===== config.mk =====
export PLATFORM = sky130hd
export DESIGN_NAME = term_fault_mon
export DESIGN_NICKNAME = d
export VERILOG_FILES = /design/src/rtl/tfm_pkg.sv /design/src/rtl/tfm_arm_fsm.sv /design/src/rtl/tfm_cmd_ctrl.sv /design/src/rtl/tfm_lane.sv /design/src/rtl/term_fault_mon.sv
export SDC_FILE = /design/constraint.sdc
export NUM_CORES = 1
export LEC_CHECK = 0
export ABC_AREA = 0
export BUFFER_PORTS_ARGS = -buffer_cell sky130_fd_sc_hd__clkbuf_2
export CAP_MARGIN = 20
export CORE_MARGIN = 2
export CORE_UTILIZATION = 58
export DETAILED_ROUTE_END_ITERATION = 10
export PLACE_DENSITY = 0.9
export SLEW_MARGIN = 40
export SYNTH_ARGS = -nofsm -noshare
export SYNTH_HDL_FRONTEND = slang
export SYNTH_HIERARCHICAL = 1
export SYNTH_SLANG_ARGS = --single-unit

===== constraint.sdc =====
create_clock -name clk -period 2.4 [get_ports clk]
set_input_delay 0.48 -clock clk [delete_from_list [all_inputs] [get_ports clk]]
set_output_delay 0.48 -clock clk [all_outputs]
set_load 0.03 [all_outputs]

===== src/rtl/tfm_pkg.sv =====
package tfm_pkg;

    typedef enum logic [1:0] {
        ARM_OFF    = 2'd0,
        ARM_SETTLE = 2'd1,
        ARM_LIVE   = 2'd2
    } arm_state_t;

    typedef enum logic {
        CAP_MAX = 1'b0,
        CAP_MIN = 1'b1
    } cap_mode_t;

    localparam logic [2:0] CMD_CLR_MAX = 3'b000;
    localparam logic [2:0] CMD_SEL_T   = 3'b001;
    localparam logic [2:0] CMD_SEL_C   = 3'b010;
    localparam logic [2:0] CMD_CLR_MIN = 3'b101;

endpackage


===== src/rtl/tfm_arm_fsm.sv =====
module tfm_arm_fsm
    import tfm_pkg::*;
#(
    parameter int SETTLE_CYC = 1000000
) (
    input  logic clk,
    input  logic rst,
    input  logic drv_en,
    output logic live_ok
);
    localparam int SW = $clog2(SETTLE_CYC + 1);
    localparam logic [SW-1:0] LAST = SW'(SETTLE_CYC - 1);

    arm_state_t      state_q, state_d;
    logic [SW-1:0]   wait_q;

    always_ff @(posedge clk) begin
        if (rst) state_q <= ARM_OFF;
        else     state_q <= state_d;
    end

    always_comb begin
        state_d = state_q;
        unique case (state_q)
            ARM_OFF:    if (drv_en) state_d = ARM_SETTLE;
            ARM_SETTLE: begin
                if (!drv_en)            state_d = ARM_OFF;
                else if (wait_q == LAST) state_d = ARM_LIVE;
            end
            ARM_LIVE:   if (!drv_en) state_d = ARM_OFF;
            default:    state_d = ARM_OFF;
        endcase
    end

    always_ff @(posedge clk) begin
        if (rst || state_q != ARM_SETTLE || !drv_en) wait_q <= '0;
        else if (wait_q != LAST)                     wait_q <= wait_q + 1'b1;
    end

    always_comb begin
        live_ok = (state_q == ARM_LIVE) && drv_en;
    end

    AST_OFF_WHEN_LOW: assert property (@(posedge clk) disable iff (rst)
        !drv_en |=> state_q == ARM_OFF);
    AST_NO_SKIP_SETTLE: assert property (@(posedge clk) disable iff (rst)
        (state_q == ARM_OFF) |=> state_q != ARM_LIVE);

endmodule


===== src/rtl/tfm_cmd_ctrl.sv =====
module tfm_cmd_ctrl
    import tfm_pkg::*;
#(
    parameter int CNT_W     = 5,
    parameter int NUM_LANES = 2
) (
    input  logic                 clk,
    input  logic                 rst,
    input  logic                 cmd_vld,
    input  logic [2:0]           cmd,
    output logic                 max_mode,
    output logic [NUM_LANES-1:0] cap_sel,
    output logic                 peak_clr,
    output logic [CNT_W-1:0]     peak_clr_val
);
    cap_mode_t mode_q, mode_d;
    logic      go_max, go_min, rsvd;

    always_comb begin
        go_max = cmd_vld && (cmd == CMD_CLR_MAX);
        go_min = cmd_vld && (cmd == CMD_CLR_MIN);
        rsvd   = cmd_vld && !(cmd == CMD_CLR_MAX || cmd == CMD_CLR_MIN ||
                              cmd == CMD_SEL_T   || cmd == CMD_SEL_C);
    end

    always_ff @(posedge clk) begin
        if (rst) mode_q <= CAP_MAX;
        else     mode_q <= mode_d;
    end

    always_comb begin
        mode_d = mode_q;
        unique case (mode_q)
            CAP_MAX: if (go_min) mode_d = CAP_MIN;
            CAP_MIN: if (go_max) mode_d = CAP_MAX;
            default: mode_d = CAP_MAX;
        endcase
    end

    always_comb begin
        max_mode     = (mode_q == CAP_MAX);
        peak_clr     = go_max || go_min;
        peak_clr_val = go_min ? {CNT_W{1'b1}} : '0;
    end

    for (genvar i = 0; i < NUM_LANES; i++) begin : g_sel
        localparam logic [2:0] MY_CODE = 3'(1 << i);
        always_ff @(posedge clk) begin
            if (rst || go_max || go_min)     cap_sel[i] <= 1'b0;
            else if (cmd_vld && cmd == MY_CODE) cap_sel[i] <= 1'b1;
        end
    end

    AST_RSVD_KEEP: assert property (@(posedge clk) disable iff (rst)
        rsvd |=> ($stable(cap_sel) && $stable(mode_q)));
    AST_IDLE_KEEP: assert property (@(posedge clk) disable iff (rst)
        !cmd_vld |=> ($stable(cap_sel) && $stable(mode_q)));
    AST_CLR_DESELECT: assert property (@(posedge clk) disable iff (rst)
        peak_clr |=> cap_sel == '0);

endmodule


===== src/rtl/tfm_lane.sv =====
module tfm_lane #(
    parameter int CNT_W = 5,
    parameter int THR_W = 4
) (
    input  logic             clk,
    input  logic             rst,
    input  logic             live_ok,
    input  logic             stb,
    input  logic [CNT_W-1:0] amp,
    input  logic [THR_W-1:0] thr,
    input  logic             max_mode,
    input  logic             cap_sel,
    input  logic             peak_clr,
    input  logic [CNT_W-1:0] peak_clr_val,
    output logic             fault,
    output logic [CNT_W-1:0] rb
);
    logic             accept;
    logic [CNT_W-1:0] cnt_q, peak_q, folded;
    logic [CNT_W-1:0] thr_ext;

    always_comb begin
        accept  = live_ok && stb;
        thr_ext = CNT_W'(thr);
        if (max_mode) folded = (amp > peak_q) ? amp : peak_q;
        else          folded = (amp < peak_q) ? amp : peak_q;
    end

    always_ff @(posedge clk) begin
        if (rst)         cnt_q <= '0;
        else if (accept) cnt_q <= amp;
    end

    always_ff @(posedge clk) begin
        if (rst)           peak_q <= '0;
        else if (peak_clr) peak_q <= peak_clr_val;
        else if (accept)   peak_q <= folded;
    end

    always_ff @(posedge clk) begin
        if (rst || !live_ok) fault <= 1'b0;
        else if (accept)     fault <= (amp > thr_ext);
    end

    always_comb begin
        rb = cap_sel ? peak_q : cnt_q;
    end

    AST_FAULT_QUIET: assert property (@(posedge clk) disable iff (rst)
        !live_ok |=> !fault);
    AST_CNT_HOLD: assert property (@(posedge clk) disable iff (rst)
        !accept |=> $stable(cnt_q));
    AST_PEAK_MAX: assert property (@(posedge clk) disable iff (rst)
        (accept && !peak_clr && max_mode) |=> peak_q >= $past(amp));
    AST_PEAK_MIN: assert property (@(posedge clk) disable iff (rst)
        (accept && !peak_clr && !max_mode) |=> peak_q <= $past(amp));
    AST_CLR_WINS: assert property (@(posedge clk) disable iff (rst)
        peak_clr |=> peak_q == $past(peak_clr_val));

endmodule


===== src/rtl/term_fault_mon.sv =====
module term_fault_mon #(
    parameter int CNT_W      = 5,
    parameter int THR_HI_W   = 3,
    parameter int SETTLE_CYC = 1000000
) (
    input  logic                clk,
    input  logic                rst,
    input  logic                drv_en,
    input  logic                rate_sd,
    input  logic                meas_stb,
    input  logic [CNT_W-1:0]    amp_true,
    input  logic [CNT_W-1:0]    amp_comp,
    input  logic [THR_HI_W-1:0] hd_thr_hi,
    input  logic                hd_thr_lsb,
    input  logic [THR_HI_W-1:0] sd_thr_hi,
    input  logic                sd_thr_lsb,
    input  logic                cmd_vld,
    input  logic [2:0]          cmd,
    output logic                fault_true,
    output logic                fault_comp,
    output logic [CNT_W-1:0]    rb_true,
    output logic [CNT_W-1:0]    rb_comp
);
    localparam int THR_W     = THR_HI_W + 1;
    localparam int NUM_LANES = 2;

    logic                 live_ok;
    logic                 max_mode;
    logic [NUM_LANES-1:0] cap_sel;
    logic                 peak_clr;
    logic [CNT_W-1:0]     peak_clr_val;
    logic [THR_W-1:0]     thr;
    logic [CNT_W-1:0]     amp_a   [NUM_LANES];
    logic [CNT_W-1:0]     rb_a    [NUM_LANES];
    logic                 fault_a [NUM_LANES];

    always_comb begin
        thr      = rate_sd ? {sd_thr_hi, sd_thr_lsb} : {hd_thr_hi, hd_thr_lsb};
        amp_a[0] = amp_true;
        amp_a[1] = amp_comp;
    end

    tfm_arm_fsm #(.SETTLE_CYC(SETTLE_CYC)) u_arm (
        .clk     (clk),
        .rst     (rst),
        .drv_en  (drv_en),
        .live_ok (live_ok)
    );

    tfm_cmd_ctrl #(.CNT_W(CNT_W), .NUM_LANES(NUM_LANES)) u_cmd (
        .clk          (clk),
        .rst          (rst),
        .cmd_vld      (cmd_vld),
        .cmd          (cmd),
        .max_mode     (max_mode),
        .cap_sel      (cap_sel),
        .peak_clr     (peak_clr),
        .peak_clr_val (peak_clr_val)
    );

    for (genvar i = 0; i < NUM_LANES; i++) begin : g_lane
        tfm_lane #(.CNT_W(CNT_W), .THR_W(THR_W)) u_lane (
            .clk          (clk),
            .rst          (rst),
            .live_ok      (live_ok),
            .stb          (meas_stb),
            .amp          (amp_a[i]),
            .thr          (thr),
            .max_mode     (max_mode),
            .cap_sel      (cap_sel[i]),
            .peak_clr     (peak_clr),
            .peak_clr_val (peak_clr_val),
            .fault        (fault_a[i]),
            .rb           (rb_a[i])
        );
    end

    always_comb begin
        fault_true = fault_a[0];
        fault_comp = fault_a[1];
        rb_true    = rb_a[0];
        rb_comp    = rb_a[1];
    end

    AST_FLAG_NEEDS_EN: assert property (@(posedge clk) disable iff (rst)
        (fault_true || fault_comp) |-> $past(drv_en));
    AST_FAULT_ABOVE: assert property (@(posedge clk) disable iff (rst)
        (live_ok && meas_stb && amp_true > CNT_W'(thr)) |=> fault_true);

endmodule


==> flow_summary.ini, run 1 <==
[outcome]
outcome = finished clean

[routing]
vias = 2789
viasPerCell = 6.10
ant_nets = 0
wire_per_inst_um = 16.0
drc = 0
drt-initial-drc-count = 162
dr.pass1.iters = 4
wirelength_um = 7330

[worst_setup_path]
crit_type = flop to flop
reg2regPathDepth = 6
arrival_ns = 2.27
r2r_slack_ns = 0.34
crit_required_ns = 2.61
path_max_fanout = 10
crit_path_start_kind = flop
r2r_end = g_lane[0].u_lane/peak_q[2]
r2r_start = u_arm/state_q[0]
worstSetupEndpointType = flop

[synthesis]
ys.flop_type = dfxtp_1
netlist_area_um2 = 3070
synth_cell_types = 53
syn_avg_cell_area_um2 = 8.79
synth-async-reset-ratio_pct = 0
synth_area_leaders = dfxtp_1 31%, ha_1 7.7%, mux2_2 7.3%
synth-edff-count = 0
ys_seq_area_share_pct = 30.7
synth_top_area_share_pct = 30.7
synthTopCellsByCount = 47 x dfxtp_1, 39 x nand2_1, 24 x inv_1, 20 x mux2_2, 19 x ha_1
ys_ff_latch = 47
yosysMostFrequentCell = dfxtp_1
yosys.area.top_type = dfxtp_1
synth_fp_nets = 395
syn_inst = 349
yosysWarnings = 6

[floorplan]
die_h_um = 76.7
io_pins = 39
num_rows = 26
die-area_um2 = 5890
core_area_um2 = 5110
start_util_pct = 60.1
die_w_um = 76.7

[hold_path]
hp-class = primary input to flop
min_from = amp_true[0]
min_to = g_lane[0].u_lane/cnt_q[0]
hold_depth = 3

[place]
gp_congestion = 0.947
dp_hpwl_um = 5460
io_buffers = 38

[timing]
fmax_mhz = 486
slew_viol_final = 0
tightest_slew_ns = 0.499
skew_ns = 0.0112
fin_crit_sh_pct = 85.6
rsz0062_at_grt = no
hold_viol_final = 0
period_needed_ns = 2.06
maxSlewHeadroom_pct = 66.6
final.setup.tns_ns = 0
setup_violations = 0

[power_and_ir_drop]
pwr-share-clk_pct = 35.7
ir_drop_mv = 0.284
p_comb_share_pct = 15.6
leakage_nw = 1.29
seqPwrFrac_pct = 48.7
p_sw_share_pct = 26.6
total_power_mw = 1.65
p_per_area_nw_per_um2 = 481
p_switching_mw = 0.439
internal_power_mw = 1.21

[clock_tree]
h-tree-depth = 2
postCtsResizedCells = 0
postCtsHoldBufs = 0
clock_tree.buffer_depth = 2
cts_root_buf = clkbuf_8
tritoncts = built
clkLatencyLatePin_ns = 0.30
clkTransAtPathRegs_ns = 0.09
cts.sinks = 47
post_cts_buffers = 0
cts_buffers = 5

[global_route]
grt_overflow = 0
grt_pass1_vias = 2687
grt_usage_pct = 25.1
grt_start_max_net_pins = 26
grt_first_pass_wirelength_um = 12100
antenna_found_initial = 0

[cells_and_area]
diodes = 0
final_util_pct = 67.3
multi_input_area_um2 = 1960
nNetsFinal = 432
regArea_um2 = 941
drive_gt1_share_pct = 25.1
area.growth.synth_to_final_pct = 12.1
num-fill-cells = 423

[job]
drv_cap = 0
-- cell type report --
type / count / share of cell area, %
timing repair buffer: 45 / 7.06
clock inverter: 3 / 1.27
tap: 70 / 2.55
inverter: 26 / 2.84
sequential: 47 / 27.4
clock buffer: 5 / 2.00
multi-input combinational: 261 / 56.9
-- power groups by stage --
| stage | Clock (mW) | Combinational, mW | Sequential, mW |
|---|---|---|---|
| 3_3_place_gp | 0 | 0.235 | 0.822 |
| 3_5_place_dp | 0 | 0.251 | 0.823 |
| 5_1_grt | 0.640 | 0.282 | 0.807 |
| 4_1_cts | 0.605 | 0.253 | 0.805 |
| 6_report | 0.591 | 0.257 | 0.806 |
| 2_1_floorplan | 0 | 0.175 | 0.818 |
-- through the flow --
stage	worst slack [ns]	area, um2	cells	hold WS, ns
3_5_place_dp	0.227	3330	449	0.450
5_1_grt	0.154	3440	457	0.414
4_1_cts	0.364	3440	457	0.411
3_3_place_gp	0.289	3330	449	0.441
6_report	0.344	3440	457	0.414
2_1_floorplan	0.446	3070	349	0.433
-- worst max-delay path, cell delays in order (launching register included) --
cell and delay [ns]:
dfxtp_1 0.33, nand2b_1 0.16, nor2_1 0.27, and2_1 0.37, nand4_2 0.38, o2111a_1 0.28, nor3_1 0.19
-- sequential cells by signal (all words and copies together) (netlist names) --
register	flops
u_arm/wait_q	20
g_lane.u_lane/cnt_q	10
g_lane.u_lane/peak_q	10
g_lane.u_lane/fault	2
u_arm/state_q	2
u_cmd/cap_sel	2
u_cmd/mode_q	1
-- routing by layer --
metal | part of all wire, % | track usage (%) | vias to the layer above
met1 | 41 | 30.6 | 1314
li1 | - | - | 1366
met5 | 0 | 0 | -
met2 | 50 | 45.1 | 97
met4 | 1.4 | 8.18 | 0
met3 | 6.8 | 3.88 | 12
-- cells by family after synthesis --
group                    share of synthesized area [%]
XOR/XNOR                                          2.85
buffers and inverters                             5.71
adder cells (fa/ha/maj)                           7.75
multiplexers                                      8.32
AND/OR/NAND/NOR                                   24.1
AO/OA/AOI/OAI                                     20.6
flip-flops                                        30.7
-- worst max-delay path by stage --
stage / startpoint / cells after the start / end
after global routing: u_arm/state_q[0] / 6 / g_lane[0].u_lane/peak_q[2]
after global placement: amp_comp[4] / 7 / g_lane[1].u_lane/peak_q[2]
after detailed placement: amp_true[2] / 7 / g_lane[0].u_lane/peak_q[2]
after CTS: u_arm/state_q[0] / 6 / g_lane[0].u_lane/peak_q[2]
final: u_arm/state_q[0] / 6 / g_lane[0].u_lane/peak_q[2]
after floorplan: amp_true[4] / 6 / g_lane[0].u_lane/peak_q[0]
-- layout by cell type, fill, tap and decap left out, types with 8 or more instances in the layout --
master | netlist | layout
ha_1 | 19 | 19
a21oi_1 | 16 | 16
nand2_1 | 39 | 39
clkbuf_2 | 0 | 38
nor2b_1 | 8 | 8
nor2_1 | 18 | 18
inv_1 | 24 | 24
dfxtp_1 | 47 | 47
nor3_1 | 14 | 13
mux2_2 | 20 | 20
o2111a_1 | 8 | 8
a41oi_2 | 10 | 10
o21ai_0 | 17 | 17
nand4_1 | 10 | 10
Power figures use the tool's default switching activity.
==> inputs of run 2 (changes only) <==
--- a/config.mk
+++ b/config.mk
@@ -6,7 +6,7 @@
 export NUM_CORES = 1
 export LEC_CHECK = 0
 export ABC_AREA = 0
-export BUFFER_PORTS_ARGS = -buffer_cell sky130_fd_sc_hd__clkbuf_2
+export BUFFER_PORTS_ARGS = -buffer_cell sky130_fd_sc_hd__buf_2
 export CAP_MARGIN = 20
 export CORE_MARGIN = 2
 export CORE_UTILIZATION = 58
==> run 2 against run 1 <==
Against the previous run:
- worst setup slack lost 0.017 ns
- fmax fell by 0.83%
- clock skew down 0.0049 ns
- worst hold slack improved by 0.0029 ns
- critical endpoint is now g_lane[0].u_lane/peak_q[4]
- highest routed layer unchanged
==> flow_summary.ini, run 2 (synthesis gave the netlist of run 1 again) <==
[routing]
drc = 0
dr.pass1.iters = 4
vias = 2800
viasPerCell = 6.14
wire_per_inst_um = 16.0
wirelength_um = 7290
drt-initial-drc-count = 161
ant_nets = 0

[clock_tree]
clkLatencyLatePin_ns = 0.31
postCtsResizedCells = 0
cts.sinks = 47
tritoncts = built
clock_tree.buffer_depth = 2
clkTransAtPathRegs_ns = 0.09
postCtsHoldBufs = 0
post_cts_buffers = 0
cts_buffers = 5
h-tree-depth = 2
cts_root_buf = clkbuf_8

[worst_setup_path]
r2r_start = g_lane[0].u_lane/peak_q[4]
worstSetupEndpointType = flop
crit_type = flop to flop
path_max_fanout = 5
crit_required_ns = 2.59
crit_path_start_kind = flop
arrival_ns = 2.26
critPathLaunch = g_lane[0].u_lane/peak_q[4]

[timing]
hold_viol_final = 0
fmax_mhz = 482
rsz0062_at_grt = no
tightest_slew_ns = 0.512
slew_viol_final = 0
period_needed_ns = 2.07
setup_ws_ns = 0.327
whs_ns = 0.416
fin_crit_sh_pct = 86.4
skew_ns = 0.00634
maxSlewHeadroom_pct = 65.7
final.setup.tns_ns = 0
setup_violations = 0

[floorplan]
die-area_um2 = 5890
io_pins = 39
die_h_um = 76.7
num_rows = 26
core_area_um2 = 5110
start_util_pct = 60.1
die_w_um = 76.7

[place]
dp_hpwl_um = 5340
io_buffers = 38
dp_slack_ns = 0.219
dpl_cell_area_um2 = 3330
gp_congestion = 0.968
dp_cells = 449

[hold_path]
min_from = amp_comp[0]
hp-class = primary input to flop

[cells_and_area]
num-fill-cells = 420
nNetsFinal = 432
regArea_um2 = 941
final_util_pct = 67.2
area.growth.synth_to_final_pct = 11.9
instances_no_fill = 456
diodes = 0
largest_reg_flops = 20
finalInstanceArea_um2 = 3430
drive_gt1_share_pct = 24.9
multi_input_area_um2 = 1960
mostFrequentLayoutCells = 47 x dfxtp_1, 39 x nand2_1, 38 x buf_2, 24 x inv_1, 20 x mux2_2
final_common_cell = dfxtp_1
regMostFlops = u_arm/wait_q
top_regs = u_arm/wait_q (20), g_lane.u_lane/cnt_q (10), g_lane.u_lane/peak_q (10)

[global_route]
grt_overflow = 0
grt_first_pass_wirelength_um = 12200
grt_start_max_net_pins = 26
grt_pass1_vias = 2684
grt_usage_pct = 25.4
antenna_found_initial = 0

[power_and_ir_drop]
total_power_mw = 1.65
leakage_nw = 1.29
ir_drop_mv = 0.251
p_per_area_nw_per_um2 = 480

[job]
drv_cap = 0

[outcome]
outcome = finished clean
## run 2: changes by cell type in the layout (fill, tap and decap cells not counted), sizes merged
| cell | delta |
|---|---|
| clkbuf | -38 |
| buf | +38 |
| clkinvlp | +1 |
| clkinv | -2 |
## run 2: path summary, 6_finish.rpt
kind                                      to  slack, ns  depth (start not counted)
setup / recovery  g_lane[0].u_lane/peak_q[4]       0.33                          7
hold / removal     g_lane[1].u_lane/cnt_q[0]       0.42                          3
setup reg to reg  g_lane[0].u_lane/peak_q[4]       0.33                          7
hold reg to reg    g_lane[1].u_lane/cnt_q[3]       0.46                          2
## run 2: critical path, stage by stage (launching register included)
cell	delay, ns
dfxtp_1	0.36
inv_1	0.07
ha_1	0.35
nand4_1	0.18
o221ai_1	0.25
a2bb2oi_1	0.43
o2111a_1	0.25
nor3_1	0.05
## run 2: layout make-up
cell class	instances	share of cell area (%)
multi-input combinational	261	57.0
sequential	47	27.4
timing repair buffer	45	7.07
inverter	26	2.84
tap	70	2.55
clock buffer	5	2.01
clock inverter	2	1.09
## run 2: layer usage
layer  global-route usage (%)  vias up  share of wire (%)
li1                         -     1354                  -
met1                     31.7     1323                 43
met2                     43.2      104                 48
met3                     4.47       19                6.6
met4                     10.5        0                2.2
met5                        0        -                  0
## run 2: power by group
part	internal, mW	switching (mW)	total, mW
clock network	0.305	0.280	0.585
registers	0.793	0.0121	0.805
logic	0.110	0.147	0.257
==> inputs of run 3 (changes only) <==
--- a/config.mk
+++ b/config.mk
@@ -9,11 +9,10 @@
 export BUFFER_PORTS_ARGS = -buffer_cell sky130_fd_sc_hd__buf_2
 export CAP_MARGIN = 20
 export CORE_MARGIN = 2
-export CORE_UTILIZATION = 58
+export CORE_UTILIZATION = 57
 export DETAILED_ROUTE_END_ITERATION = 10
 export PLACE_DENSITY = 0.9
 export SLEW_MARGIN = 40
 export SYNTH_ARGS = -nofsm -noshare
 export SYNTH_HDL_FRONTEND = slang
-export SYNTH_HIERARCHICAL = 1
 export SYNTH_SLANG_ARGS = --single-unit
==> run 3 against run 2 <==
Against the previous run:
- clock-buffer cell count grew 1
- critical path depth unchanged
- sequential share of layout area increased by 3.8 points
- fmax grew 3.1%
- die area down 11%
- total power is 2.1% lower
- non-clock buffer count is 2 lower
- design area fell by 12%
- combinational power shrank 8.9%
- largest cell class unchanged
- largest power group unchanged
- highest routed layer unchanged
==> flow_summary.ini, run 3 <==
[cells_and_area]
instances_no_fill = 402
drive_gt1_share_pct = 20.3
num-fill-cells = 376
final_common_cell = dfxtp_1
regMostFlops = u_arm.wait_q
regArea_um2 = 941
diodes = 0
mostFrequentLayoutCells = 47 x dfxtp_1, 38 x buf_2, 36 x a21oi_1, 30 x nand2_1, 22 x nor2_1
top_regs = u_arm.wait_q (20), g_lane.u_lane.cnt_q (10), g_lane.u_lane.peak_q (10)
finalInstanceArea_um2 = 3010
nNetsFinal = 396
multi_input_area_um2 = 1620
area.growth.synth_to_final_pct = 12.4
largest_reg_flops = 20

[clock_tree]
postCtsResizedCells = 0
postCtsHoldBufs = 0
tritoncts = built
clock_tree.buffer_depth = 2
post_cts_buffers = 0
cts_root_buf = clkbuf_8
cts.sinks = 47
h-tree-depth = 2
clkTransAtPathRegs_ns = 0.08
clkLatencyLatePin_ns = 0.30
cts_buffers = 5

[routing]
ant_nets = 0
drt-initial-drc-count = 173
drc = 0
wirelength_um = 5920
vias = 2390
wire_per_inst_um = 14.7
dr.pass1.iters = 4
viasPerCell = 5.95

[floorplan]
num_rows = 24
die_h_um = 72.6
die-area_um2 = 5260
start_util_pct = 60.3
core_area_um2 = 4440
die_w_um = 72.6
io_pins = 39

[synthesis]
syn_inst = 314
yosysMostFrequentCell = dfxtp_1
synth_top_family_by_area = simple AND/OR/NAND/NOR gates
syn_avg_cell_area_um2 = 8.53
synth-edff-count = 0
synth-async-reset-ratio_pct = 0
synth_cell_types = 50
synth_xor_area_share_pct = 4.25
ys_ff_latch = 47
synthMuxAreaShare_pct = 6.54
synthTopCellsByCount = 47 x dfxtp_1, 36 x a21oi_1, 30 x nand2_1, 22 x nor2_1, 19 x ha_1
post_synth_fa_ha_maj_area_fraction_pct = 8.87
netlist_area_um2 = 2680
synth_fp_nets = 360
ys_seq_area_share_pct = 35.1
synthSimpleGateAreaFrac_pct = 22.4
ys.flop_type = dfxtp_1
synth_area_leaders = dfxtp_1 35%, ha_1 8.9%, a21oi_1 6.7%
yosys.area.top_type = dfxtp_1
synth_top_area_share_pct = 35.1
yosysWarnings = 0
synth_compound_area_share_pct = 18.2

[power_and_ir_drop]
internal_power_mw = 1.21
seqPwrFrac_pct = 50.7
leakage_nw = 1.21
p_comb_share_pct = 14.5
total_power_mw = 1.61
p_per_area_nw_per_um2 = 535
ir_drop_mv = 0.438
p_sw_share_pct = 25.0
p_switching_mw = 0.404
pwr-share-clk_pct = 34.8

[timing]
setup_violations = 0
fmax_mhz = 497
period_needed_ns = 2.01
hold_viol_final = 0
rsz0062_at_grt = no
fin_crit_sh_pct = 83.8
skew_ns = 0.00899
whs_ns = 0.435
final.setup.tns_ns = 0
maxSlewHeadroom_pct = 56.7
tightest_slew_ns = 0.646
slew_viol_final = 0

[hold_path]
hp-class = primary input to flop

[global_route]
grt_start_max_net_pins = 21
grt_first_pass_wirelength_um = 10000
grt_pass1_vias = 2235
antenna_found_initial = 0
grt_usage_pct = 23.9
grt_overflow = 0

[worst_setup_path]
crit_family = simple AND/OR/NAND/NOR gates
crit_required_ns = 2.60
path_max_fanout = 6
worstSetupEndpointType = flop
arrival_ns = 2.21
slowest_delay_ns = 0.37
cp_slowest_cell = or3_4
crit_type = flop to flop
crit_chain = inv_1 > ha_1 > nand2b_1 > a211o_1 > and4_1 > or3_4 > o211a_1
crit_path_start_kind = flop
cp_num_buf_inv = 1

[place]
dp_cells = 395
dp_hpwl_um = 4440
io_buffers = 38
gp_congestion = 0.927
dpl_cell_area_um2 = 2910

[outcome]
outcome = finished clean

[job]
drv_cap = 0
[run 3: cell count changes after synthesis, sizes merged, moves of 5 or more]
cell    change
o2111a      -8
inv         -8
a21oi      +18
buf         -5
a31oi       -5
mux2        -8
nand2       -9
or3         +9
nor3        -6
nand4       -7
a41oi      -10
[run 3: power by group through the flow]
stage | Sequential (mW) | Combinational (mW) | Clock [mW]
floorplan | 0.827 | 0.163 | 0
global placement | 0.835 | 0.219 | 0
detailed placement | 0.835 | 0.231 | 0
CTS | 0.817 | 0.232 | 0.581
global route | 0.821 | 0.265 | 0.603
finish | 0.817 | 0.234 | 0.560
[run 3: logic make-up (layout without fill, tap and decap cells)]
| logic type | Yosys count | in the layout |
|---|---|---|
| flip-flops | 47 | 47 |
| buffers and inverters | 30 | 66 |
| AND/OR/NAND/NOR | 112 | 112 |
| adder cells (fa/ha/maj) | 19 | 19 |
| AO/OA/AOI/OAI | 77 | 77 |
| multiplexers | 16 | 16 |
| XOR/XNOR | 13 | 13 |
[run 3: final cells by class]
class,instances,share of cell area (%)
Multi-Input combinational cell,237,53.6
Sequential cell,47,31.2
Timing Repair Buffer,43,7.56
Clock buffer,6,2.41
Tap cell,52,2.16
Inverter,16,1.99
Clock inverter,1,0.997
[run 3: worst register-to-register path, cell delays in order (launching register included)]
cell,delay [ns]
dfxtp_1,0.36
inv_1,0.05
ha_1,0.29
nand2b_1,0.07
a211o_1,0.30
and4_1,0.26
or3_4,0.37
o211a_1,0.22
[run 3: per-stage QoR]
stage          worst slack [ns]  utilization, %
2_1_floorplan             0.316               -
3_3_place_gp              0.220            65.5
3_5_place_dp              0.166            65.5
4_1_cts                   0.390            67.8
5_1_grt                   0.228            67.8
6_report                  0.390            67.8
[run 3: final timing paths]
kind         depth (start not counted)                       start                    endpoint  slack (ns)
max                                  7  g_lane[1].u_lane.peak_q[1]  g_lane[1].u_lane.peak_q[3]        0.39
min                                  3                 amp_comp[0]   g_lane[1].u_lane.cnt_q[0]        0.43
max reg2reg                          7  g_lane[1].u_lane.peak_q[1]  g_lane[1].u_lane.peak_q[3]        0.39
min reg2reg                          2   g_lane[1].u_lane.cnt_q[0]   g_lane[1].u_lane.cnt_q[0]        0.45
[run 3: routing by layer]
| metal | track usage (%) | vias up | share of wire, % |
|---|---|---|---|
| met3 | 4.58 | 11 | 4.3 |
| li1 | - | 1199 | - |
| met2 | 41.3 | 67 | 50 |
| met4 | 10.3 | 0 | 1.5 |
| met1 | 28.7 | 1113 | 44 |
| met5 | 0 | - | 0 |
